### src/rtl/mbox_pkg.sv
package mbox_pkg;

  // Event register bit positions (visible to AP software).
  localparam int EV_WMARK    = 11;
  localparam int EV_READY    = 12;
  localparam int EV_RD_FULL  = 13;
  localparam int EV_WR_EMPTY = 14;
  localparam int EV_WAKE     = 15;

  // Firmware status bit positions.
  localparam int FS_RD_EMPTY = 0;
  localparam int FS_WR_FULL  = 1;

  // Polarity register bit positions.
  localparam int POL_INTR = 0;
  localparam int POL_DRQ  = 1;

  typedef enum logic [2:0] {
    A_OUT_LO = 3'd0,
    A_OUT_HI = 3'd1,
    A_IN_LO  = 3'd2,
    A_IN_HI  = 3'd3,
    A_STAT   = 3'd4,
    A_IMASK  = 3'd5,
    A_DMASK  = 3'd6,
    A_POL    = 3'd7
  } reg_addr_e;

endpackage

### src/rtl/mbox_flag.sv
module mbox_flag #(
  parameter logic RST_VAL = 1'b0
) (
  input  logic clk,
  input  logic rst,
  input  logic set,
  input  logic clr,
  output logic q,
  output logic q_nxt
);

  // Set dominates clear so a coincident event is never lost.
  assign q_nxt = set | (q & ~clr);

  always_ff @(posedge clk) begin
    if (rst) q <= RST_VAL;
    else     q <= q_nxt;
  end

  a_r11_set_wins: assert property (@(posedge clk) disable iff (rst)
    set |=> q);

endmodule

### src/rtl/mbox_msg_reg.sv
module mbox_msg_reg #(
  parameter int WORD_W = 32
) (
  input  logic                clk,
  input  logic                rst,
  input  logic                wr_lo,
  input  logic                wr_hi,
  input  logic [WORD_W-1:0]   wmask,
  input  logic [WORD_W-1:0]   wdata,
  output logic [2*WORD_W-1:0] msg,
  output logic                post
);

  logic [WORD_W-1:0] lo_q, hi_q;

  assign msg  = {hi_q, lo_q};
  assign post = wr_hi & (|wmask);

  always_ff @(posedge clk) begin
    if (rst) begin
      lo_q <= '0;
      hi_q <= '0;
    end else begin
      if (wr_lo) lo_q <= (lo_q & ~wmask) | (wdata & wmask);
      if (wr_hi) hi_q <= (hi_q & ~wmask) | (wdata & wmask);
    end
  end

endmodule

### src/rtl/mbox_irq_out.sv
module mbox_irq_out #(
  parameter int EVT_W = 16
) (
  input  logic             clk,
  input  logic             rst,
  input  logic [EVT_W-1:0] bits,
  input  logic [EVT_W-1:0] mask,
  input  logic             active_low,
  output logic             line
);

  always_ff @(posedge clk) begin
    if (rst) line <= 1'b0;
    else     line <= active_low ^ (|(bits & mask));
  end

endmodule

### src/rtl/mbox_evt_ctrl.sv
module mbox_evt_ctrl
  import mbox_pkg::*;
#(
  parameter int WORD_W = 32,
  parameter int ADDR_W = 3,
  parameter int EVT_W  = 16
) (
  input  logic                clk,
  input  logic                rst,
  input  logic                fw_we,
  input  logic [ADDR_W-1:0]   fw_addr,
  input  logic [WORD_W/8-1:0] fw_be,
  input  logic [WORD_W-1:0]   fw_wdata,
  output logic [WORD_W-1:0]   fw_rdata,
  input  logic                ap_we,
  input  logic [ADDR_W-1:0]   ap_addr,
  input  logic [WORD_W/8-1:0] ap_be,
  input  logic [WORD_W-1:0]   ap_wdata,
  output logic [WORD_W-1:0]   ap_rdata,
  input  logic                dma_ready_i,
  input  logic                dma_wmark_i,
  input  logic                wakeup_i,
  output logic                intr_o,
  output logic                drq_o,
  output logic                fw_intr_o
);

  localparam int BE_W  = WORD_W / 8;
  localparam int MSG_W = 2 * WORD_W;

  // Byte enables expanded to bit masks.
  logic [WORD_W-1:0] fw_wmask, ap_wmask;
  for (genvar b = 0; b < BE_W; b++) begin : g_be
    assign fw_wmask[8*b +: 8] = {8{fw_be[b]}};
    assign ap_wmask[8*b +: 8] = {8{ap_be[b]}};
  end

  // Address decode.
  logic fw_out_lo, fw_out_hi, fw_stat_wr;
  logic ap_in_lo, ap_in_hi, ap_stat_wr, ap_imask_wr, ap_dmask_wr, ap_pol_wr;
  assign fw_out_lo   = fw_we && fw_addr == ADDR_W'(A_OUT_LO);
  assign fw_out_hi   = fw_we && fw_addr == ADDR_W'(A_OUT_HI);
  assign fw_stat_wr  = fw_we && fw_addr == ADDR_W'(A_STAT);
  assign ap_in_lo    = ap_we && ap_addr == ADDR_W'(A_IN_LO);
  assign ap_in_hi    = ap_we && ap_addr == ADDR_W'(A_IN_HI);
  assign ap_stat_wr  = ap_we && ap_addr == ADDR_W'(A_STAT);
  assign ap_imask_wr = ap_we && ap_addr == ADDR_W'(A_IMASK);
  assign ap_dmask_wr = ap_we && ap_addr == ADDR_W'(A_DMASK);
  assign ap_pol_wr   = ap_we && ap_addr == ADDR_W'(A_POL);

  // Message registers.
  logic [MSG_W-1:0] out_msg, in_msg;
  logic             fw_post, ap_post;

  mbox_msg_reg #(.WORD_W(WORD_W)) u_out_msg (
    .clk(clk), .rst(rst), .wr_lo(fw_out_lo), .wr_hi(fw_out_hi),
    .wmask(fw_wmask), .wdata(fw_wdata), .msg(out_msg), .post(fw_post)
  );

  mbox_msg_reg #(.WORD_W(WORD_W)) u_in_msg (
    .clk(clk), .rst(rst), .wr_lo(ap_in_lo), .wr_hi(ap_in_hi),
    .wmask(ap_wmask), .wdata(ap_wdata), .msg(in_msg), .post(ap_post)
  );

  // Write-one-to-clear requests.
  logic ap_clr_full, ap_clr_empty, ap_clr_wake, fw_clr_rd_empty, fw_clr_wr_full;
  assign ap_clr_full     = ap_stat_wr & ap_wdata[EV_RD_FULL]  & ap_wmask[EV_RD_FULL];
  assign ap_clr_empty    = ap_stat_wr & ap_wdata[EV_WR_EMPTY] & ap_wmask[EV_WR_EMPTY];
  assign ap_clr_wake     = ap_stat_wr & ap_wdata[EV_WAKE]     & ap_wmask[EV_WAKE];
  assign fw_clr_rd_empty = fw_stat_wr & fw_wdata[FS_RD_EMPTY] & fw_wmask[FS_RD_EMPTY];
  assign fw_clr_wr_full  = fw_stat_wr & fw_wdata[FS_WR_FULL]  & fw_wmask[FS_WR_FULL];

  // Sticky flags.
  logic rd_full_q, rd_full_n, wr_empty_q, wr_empty_n, wake_q, wake_n;
  logic fw_rd_empty_q, fw_rd_empty_n, fw_wr_full_q, fw_wr_full_n;
  logic rd_empty_set, wr_empty_set;

  // Emptying events fire only when the full flag actually falls.
  assign rd_empty_set = ap_clr_full & rd_full_q & ~fw_post;
  assign wr_empty_set = fw_clr_wr_full & fw_wr_full_q & ~ap_post;

  mbox_flag #(.RST_VAL(1'b0)) u_rd_full (
    .clk(clk), .rst(rst), .set(fw_post), .clr(ap_clr_full),
    .q(rd_full_q), .q_nxt(rd_full_n)
  );
  mbox_flag #(.RST_VAL(1'b1)) u_wr_empty (
    .clk(clk), .rst(rst), .set(wr_empty_set), .clr(ap_post | ap_clr_empty),
    .q(wr_empty_q), .q_nxt(wr_empty_n)
  );
  mbox_flag #(.RST_VAL(1'b0)) u_wake (
    .clk(clk), .rst(rst), .set(wakeup_i), .clr(ap_clr_wake),
    .q(wake_q), .q_nxt(wake_n)
  );
  mbox_flag #(.RST_VAL(1'b0)) u_fw_rd_empty (
    .clk(clk), .rst(rst), .set(rd_empty_set), .clr(fw_clr_rd_empty),
    .q(fw_rd_empty_q), .q_nxt(fw_rd_empty_n)
  );
  mbox_flag #(.RST_VAL(1'b0)) u_fw_wr_full (
    .clk(clk), .rst(rst), .set(ap_post), .clr(fw_clr_wr_full),
    .q(fw_wr_full_q), .q_nxt(fw_wr_full_n)
  );

  // Live DMA status, sampled each clock.
  logic rdy_q, wm_q;
  always_ff @(posedge clk) begin
    rdy_q <= dma_ready_i;
    wm_q  <= dma_wmark_i;
  end

  logic [EVT_W-1:0] evt_q, evt_n;
  always_comb begin
    evt_q = '0;
    evt_q[EV_WMARK]    = wm_q;
    evt_q[EV_READY]    = rdy_q;
    evt_q[EV_RD_FULL]  = rd_full_q;
    evt_q[EV_WR_EMPTY] = wr_empty_q;
    evt_q[EV_WAKE]     = wake_q;
    evt_n = '0;
    evt_n[EV_WMARK]    = dma_wmark_i;
    evt_n[EV_READY]    = dma_ready_i;
    evt_n[EV_RD_FULL]  = rd_full_n;
    evt_n[EV_WR_EMPTY] = wr_empty_n;
    evt_n[EV_WAKE]     = wake_n;
  end

  // AP control registers.
  logic [EVT_W-1:0] imask_q, imask_n, dmask_q, dmask_n;
  logic [1:0]       pol_q, pol_n;
  assign imask_n = ap_imask_wr ? ((imask_q & ~ap_wmask[EVT_W-1:0]) | (ap_wdata[EVT_W-1:0] & ap_wmask[EVT_W-1:0])) : imask_q;
  assign dmask_n = ap_dmask_wr ? ((dmask_q & ~ap_wmask[EVT_W-1:0]) | (ap_wdata[EVT_W-1:0] & ap_wmask[EVT_W-1:0])) : dmask_q;
  assign pol_n   = ap_pol_wr   ? ((pol_q & ~ap_wmask[1:0]) | (ap_wdata[1:0] & ap_wmask[1:0])) : pol_q;

  always_ff @(posedge clk) begin
    if (rst) begin
      imask_q <= '0;
      dmask_q <= '0;
      pol_q   <= '0;
    end else begin
      imask_q <= imask_n;
      dmask_q <= dmask_n;
      pol_q   <= pol_n;
    end
  end

  // Output lines, driven from next-state so they move with their cause.
  mbox_irq_out #(.EVT_W(EVT_W)) u_intr (
    .clk(clk), .rst(rst), .bits(evt_n), .mask(imask_n),
    .active_low(pol_n[POL_INTR]), .line(intr_o)
  );
  mbox_irq_out #(.EVT_W(EVT_W)) u_drq (
    .clk(clk), .rst(rst), .bits(evt_n), .mask(dmask_n),
    .active_low(pol_n[POL_DRQ]), .line(drq_o)
  );

  always_ff @(posedge clk) begin
    if (rst) fw_intr_o <= 1'b0;
    else     fw_intr_o <= fw_rd_empty_n | fw_wr_full_n;
  end

  // Registered read ports.
  always_ff @(posedge clk) begin
    if (rst) begin
      fw_rdata <= '0;
      ap_rdata <= '0;
    end else begin
      case (fw_addr)
        ADDR_W'(A_OUT_LO): fw_rdata <= out_msg[WORD_W-1:0];
        ADDR_W'(A_OUT_HI): fw_rdata <= out_msg[MSG_W-1:WORD_W];
        ADDR_W'(A_IN_LO):  fw_rdata <= in_msg[WORD_W-1:0];
        ADDR_W'(A_IN_HI):  fw_rdata <= in_msg[MSG_W-1:WORD_W];
        ADDR_W'(A_STAT):   fw_rdata <= WORD_W'({fw_wr_full_q, fw_rd_empty_q});
        default:           fw_rdata <= '0;
      endcase
      case (ap_addr)
        ADDR_W'(A_OUT_LO): ap_rdata <= out_msg[WORD_W-1:0];
        ADDR_W'(A_OUT_HI): ap_rdata <= out_msg[MSG_W-1:WORD_W];
        ADDR_W'(A_IN_LO):  ap_rdata <= in_msg[WORD_W-1:0];
        ADDR_W'(A_IN_HI):  ap_rdata <= in_msg[MSG_W-1:WORD_W];
        ADDR_W'(A_STAT):   ap_rdata <= WORD_W'(evt_q);
        ADDR_W'(A_IMASK):  ap_rdata <= WORD_W'(imask_q);
        ADDR_W'(A_DMASK):  ap_rdata <= WORD_W'(dmask_q);
        ADDR_W'(A_POL):    ap_rdata <= WORD_W'(pol_q);
        default:           ap_rdata <= '0;
      endcase
    end
  end

  // Cross-side flag relations.
  a_r3_post_sets_full: assert property (@(posedge clk) disable iff (rst)
    (fw_out_hi && |fw_be) |=> rd_full_q);

  a_r4_ack_raises_empty: assert property (@(posedge clk) disable iff (rst)
    (ap_clr_full && rd_full_q && !fw_post) |=> (fw_rd_empty_q && !rd_full_q));

  a_r5_post_clears_empty: assert property (@(posedge clk) disable iff (rst)
    (ap_in_hi && |ap_be) |=> (!wr_empty_q && fw_wr_full_q));

  a_r6_wake_sticky: assert property (@(posedge clk) disable iff (rst)
    (wake_q && !ap_clr_wake) |=> wake_q);

  a_r7_ready_follows: assert property (@(posedge clk) disable iff (rst)
    1'b1 |=> (evt_q[EV_READY] == $past(dma_ready_i)));

  a_r12_fw_line: assert property (@(posedge clk) disable iff (rst)
    1'b1 |=> (fw_intr_o == (fw_rd_empty_q | fw_wr_full_q)));

endmodule

### config.mk
export PLATFORM = sky130hd
export DESIGN_NAME = mbox_evt_ctrl
export DESIGN_NICKNAME = d
export VERILOG_FILES = /design/src/rtl/mbox_pkg.sv /design/src/rtl/mbox_flag.sv /design/src/rtl/mbox_msg_reg.sv /design/src/rtl/mbox_irq_out.sv /design/src/rtl/mbox_evt_ctrl.sv
export SDC_FILE = /design/constraint.sdc
export NUM_CORES = 1
export LEC_CHECK = 0
export CORE_MARGIN = 2
export CORE_UTILIZATION = 54
export DETAILED_ROUTE_END_ITERATION = 16
export PLACE_DENSITY_LB_ADDON = 0.12
export SLEW_MARGIN = 5
export SYNTH_ARGS = -nofsm -noshare
export SYNTH_HDL_FRONTEND = slang
export SYNTH_SLANG_ARGS = --single-unit
### constraint.sdc
create_clock -name clk -period 2.05 [get_ports clk]
set_input_delay 0.3075 -clock clk [delete_from_list [all_inputs] [get_ports clk]]
set_output_delay 0.3075 -clock clk [all_outputs]
set_load 0.05 [all_outputs]
==> results.cfg <==
[timing]
slew_violations = 0
finalHoldViolCount = 0
max_freq_mhz = 497.7
worst_pin_slew_ns = 0.5681
setup_viol = 0
slew_headroom_pct = 62.01
fin_crit_sh_pct = 98.02
hold_ws_ns = 0.1406
min_period_ns = 2.009
fin_skew_ns = 0.01083
setup_ws_ns = 0.04064
rsz0062_at_grt = no

[synthesis]
ys_dominant_reg_cell = dfxtp_1
synth-simple-area-share_pct = 13.88
muxShareOfSynthArea_pct = 16.61
synth_top_family_by_area = compound AO/OA/AOI/OAI gates
ys_seq_area_share_pct = 49.31
synth-seq-cells = 236
synthDistinctLibCells = 46
yosys.area.top_type = dfxtp_1
synth_fa_ha_area_share_pct = 0
syn_area_mm2 = 0.009580
synth_area_per_cell_um2 = 9.486
syn_nets = 1095
postSynthCellCount = 1010
synth_compound_area_share_pct = 16.64
ys.warnings.count = 0
synthTopCellsByArea = dfxtp_1, mux2i_1, a22oi_1
netlist.area_leader.share_pct = 49.31
async_flop_share_pct = 0
synth_edf_count = 0
synthXorXnorAreaFrac_pct = 0

[drt]
ant_nets = 0
wire_per_inst_um = 19.98
viasPerCell = 6.033
drc = 0
first_pass_iters = 5
drt_iter0_markers = 720
vias = 8688
wl_um = 28770

[floorplan]
die_w_um = 137.2
die_y_um = 137.2
row_count = 48
design.core.area_mm2 = 0.01730
ioPinCount = 152
start_util_pct = 55.39
dieArea_mm2 = 0.01882

[finish]
nets = 1282
syn_to_final_growth_pct = 33.18
final_common_cell = dfxtp_1
layout_common_cells = dfxtp_1, mux2i_1, nor2_1
final_util_pct = 73.77
drive_gt1_share_pct = 12.10
fin_area_mm2 = 0.01276
antenna_cells = 0
nFillCells = 1321

[grt]
grt_max_degree = 82
grt_first_pass_wirelength_um = 44350
overflow = 0
grt_pass1_vias = 8248
antenna_found_initial = 0
grt.total_usage_pct = 30.24

[place]
placed_cell_area_mm2 = 0.01191
io_buffers = 151
dp_hpwl_um = 18760
gp_congestion = 0.9405
pre_cts_ws_ns = -0.4666

[power_and_ir_drop]
internal_power_mw = 7.898
sw_frac_of_total_pct = 23.62
vdd_drop_max_mv = 0.5529
power.switching_mw = 2.442
combPwrFrac_pct = 10.1
leakagePower_nw = 5.204
seqPwrFrac_pct = 45.5
p_clk_share_pct = 44.4
p_per_area_mw_per_mm2 = 810.4

[cts]
clk-insertion-delay-late_ns = 0.52
clockRootBuffer = clkbuf_16
numCtsBuffers = 24
clockBufferDepth = 3
cts.clk_slew.worst_paths_ns = 0.06
cts_htree_levels = 1
postCtsHoldBufs = 0
cts_tree = yes
clock_sinks = 236

[setup_path]
start_kind = register
critPathMaxStageDelay_ns = 0.82
path_max_fanout = 1
path_cells = clkdlybuf4s50_1
end_kind = output pin
cp_top_family = buffers and inverters
cp.required_ns = 1.74
slowest_stage = clkdlybuf4s50_1
worstSetupPathType = reg -> out
critical_path_buf_inv_count = 1
cp.arrival_ns = 1.70

[run]
maxCapViolCount = 0

[worst_hold_path]
hold_class = in -> reg

[status]
outcome = finished clean
[Yosys cell counts, types with 2 or more instances]
cell and count:
a22o_1 2, a221oi_1 21, nand2b_1 3, nor2b_1 21, buf_2 13, o221ai_1 16, a32oi_1 2, a211oi_2 2
nand4_1 3, mux2_1 2, a22oi_1 75, dfxtp_1 236, nand2_1 49, buf_1 6, o22ai_1 15, inv_1 7
and2_1 2, o22a_1 2, and3_1 3, nand3_1 47, mux2i_1 150, a211oi_1 2, a21oi_1 86, mux2_2 6
o21ai_0 9, clkbuf_1 55, nor3b_1 2, nor2_1 150, buf_4 2, nor3_1 5
[logic make-up (layout without fill, tap and decap cells)]
kind of cell / Yosys count / count (layout)
AND/OR/NAND/NOR: 295 / 295
AO/OA/AOI/OAI: 237 / 237
flip-flops: 236 / 236
multiplexers: 158 / 158
buffers and inverters: 84 / 289
[timing repair]
item	4_1_cts	5_1_grt
endpoints found under the setup margin	0	1
resized for setup	0	3
setup buffers	0	0
hold endpoints to repair	0	0
[power by group through the flow]
| stage | clock network [mW] | registers (mW) | logic [mW] |
|---|---|---|---|
| final | 4.59 | 4.71 | 1.04 |
| after global routing | 4.79 | 4.71 | 1.09 |
| after CTS | 4.63 | 4.70 | 1.03 |
| after detailed placement | 0 | 4.81 | 1.02 |
| after global placement | 0 | 4.80 | 1.01 |
| after floorplan | 0 | 4.90 | 0.390 |
[per-stage QoR]
step,TNS (ns),power (mW),cells
finish,0,10.34,1440
global route,0,10.59,1440
CTS,0,10.36,1440
detailed placement,-10.97,5.824,1396
global placement,-8.262,5.815,1396
floorplan,0,5.293,1010
[routing by layer]
layer	global-route usage [%]	wire length, um
met3	4.305	2279
met2	48.98	13380
met1	41.07	12260
met4	11.51	852
met5	0	0
[worst paths after layout]
| check | slack, ns | from | to | depth (start not counted) |
|---|---|---|---|---|
| hold reg to reg | 0.48 | register | register | 2 |
| hold / removal | 0.14 | rst | register | 2 |
| setup reg to reg | 0.67 | u_wake.q | u_intr.line | 4 |
| setup / recovery | 0.04 | u_intr.line | intr_o | 1 |
[area by class of cell]
cell class	count	area, um2	area share (%)
Timing Repair Buffer	238	2345	18.38
Sequential cell	236	4725	37.03
Inverter	7	26.28	0.2059
Clock inverter	8	120.1	0.9414
Multi-Input combinational cell	690	4546	35.62
Tap cell	225	281.5	2.206
Clock buffer	36	716.9	5.619
Note: power is estimated with default switching activity, not from simulation.
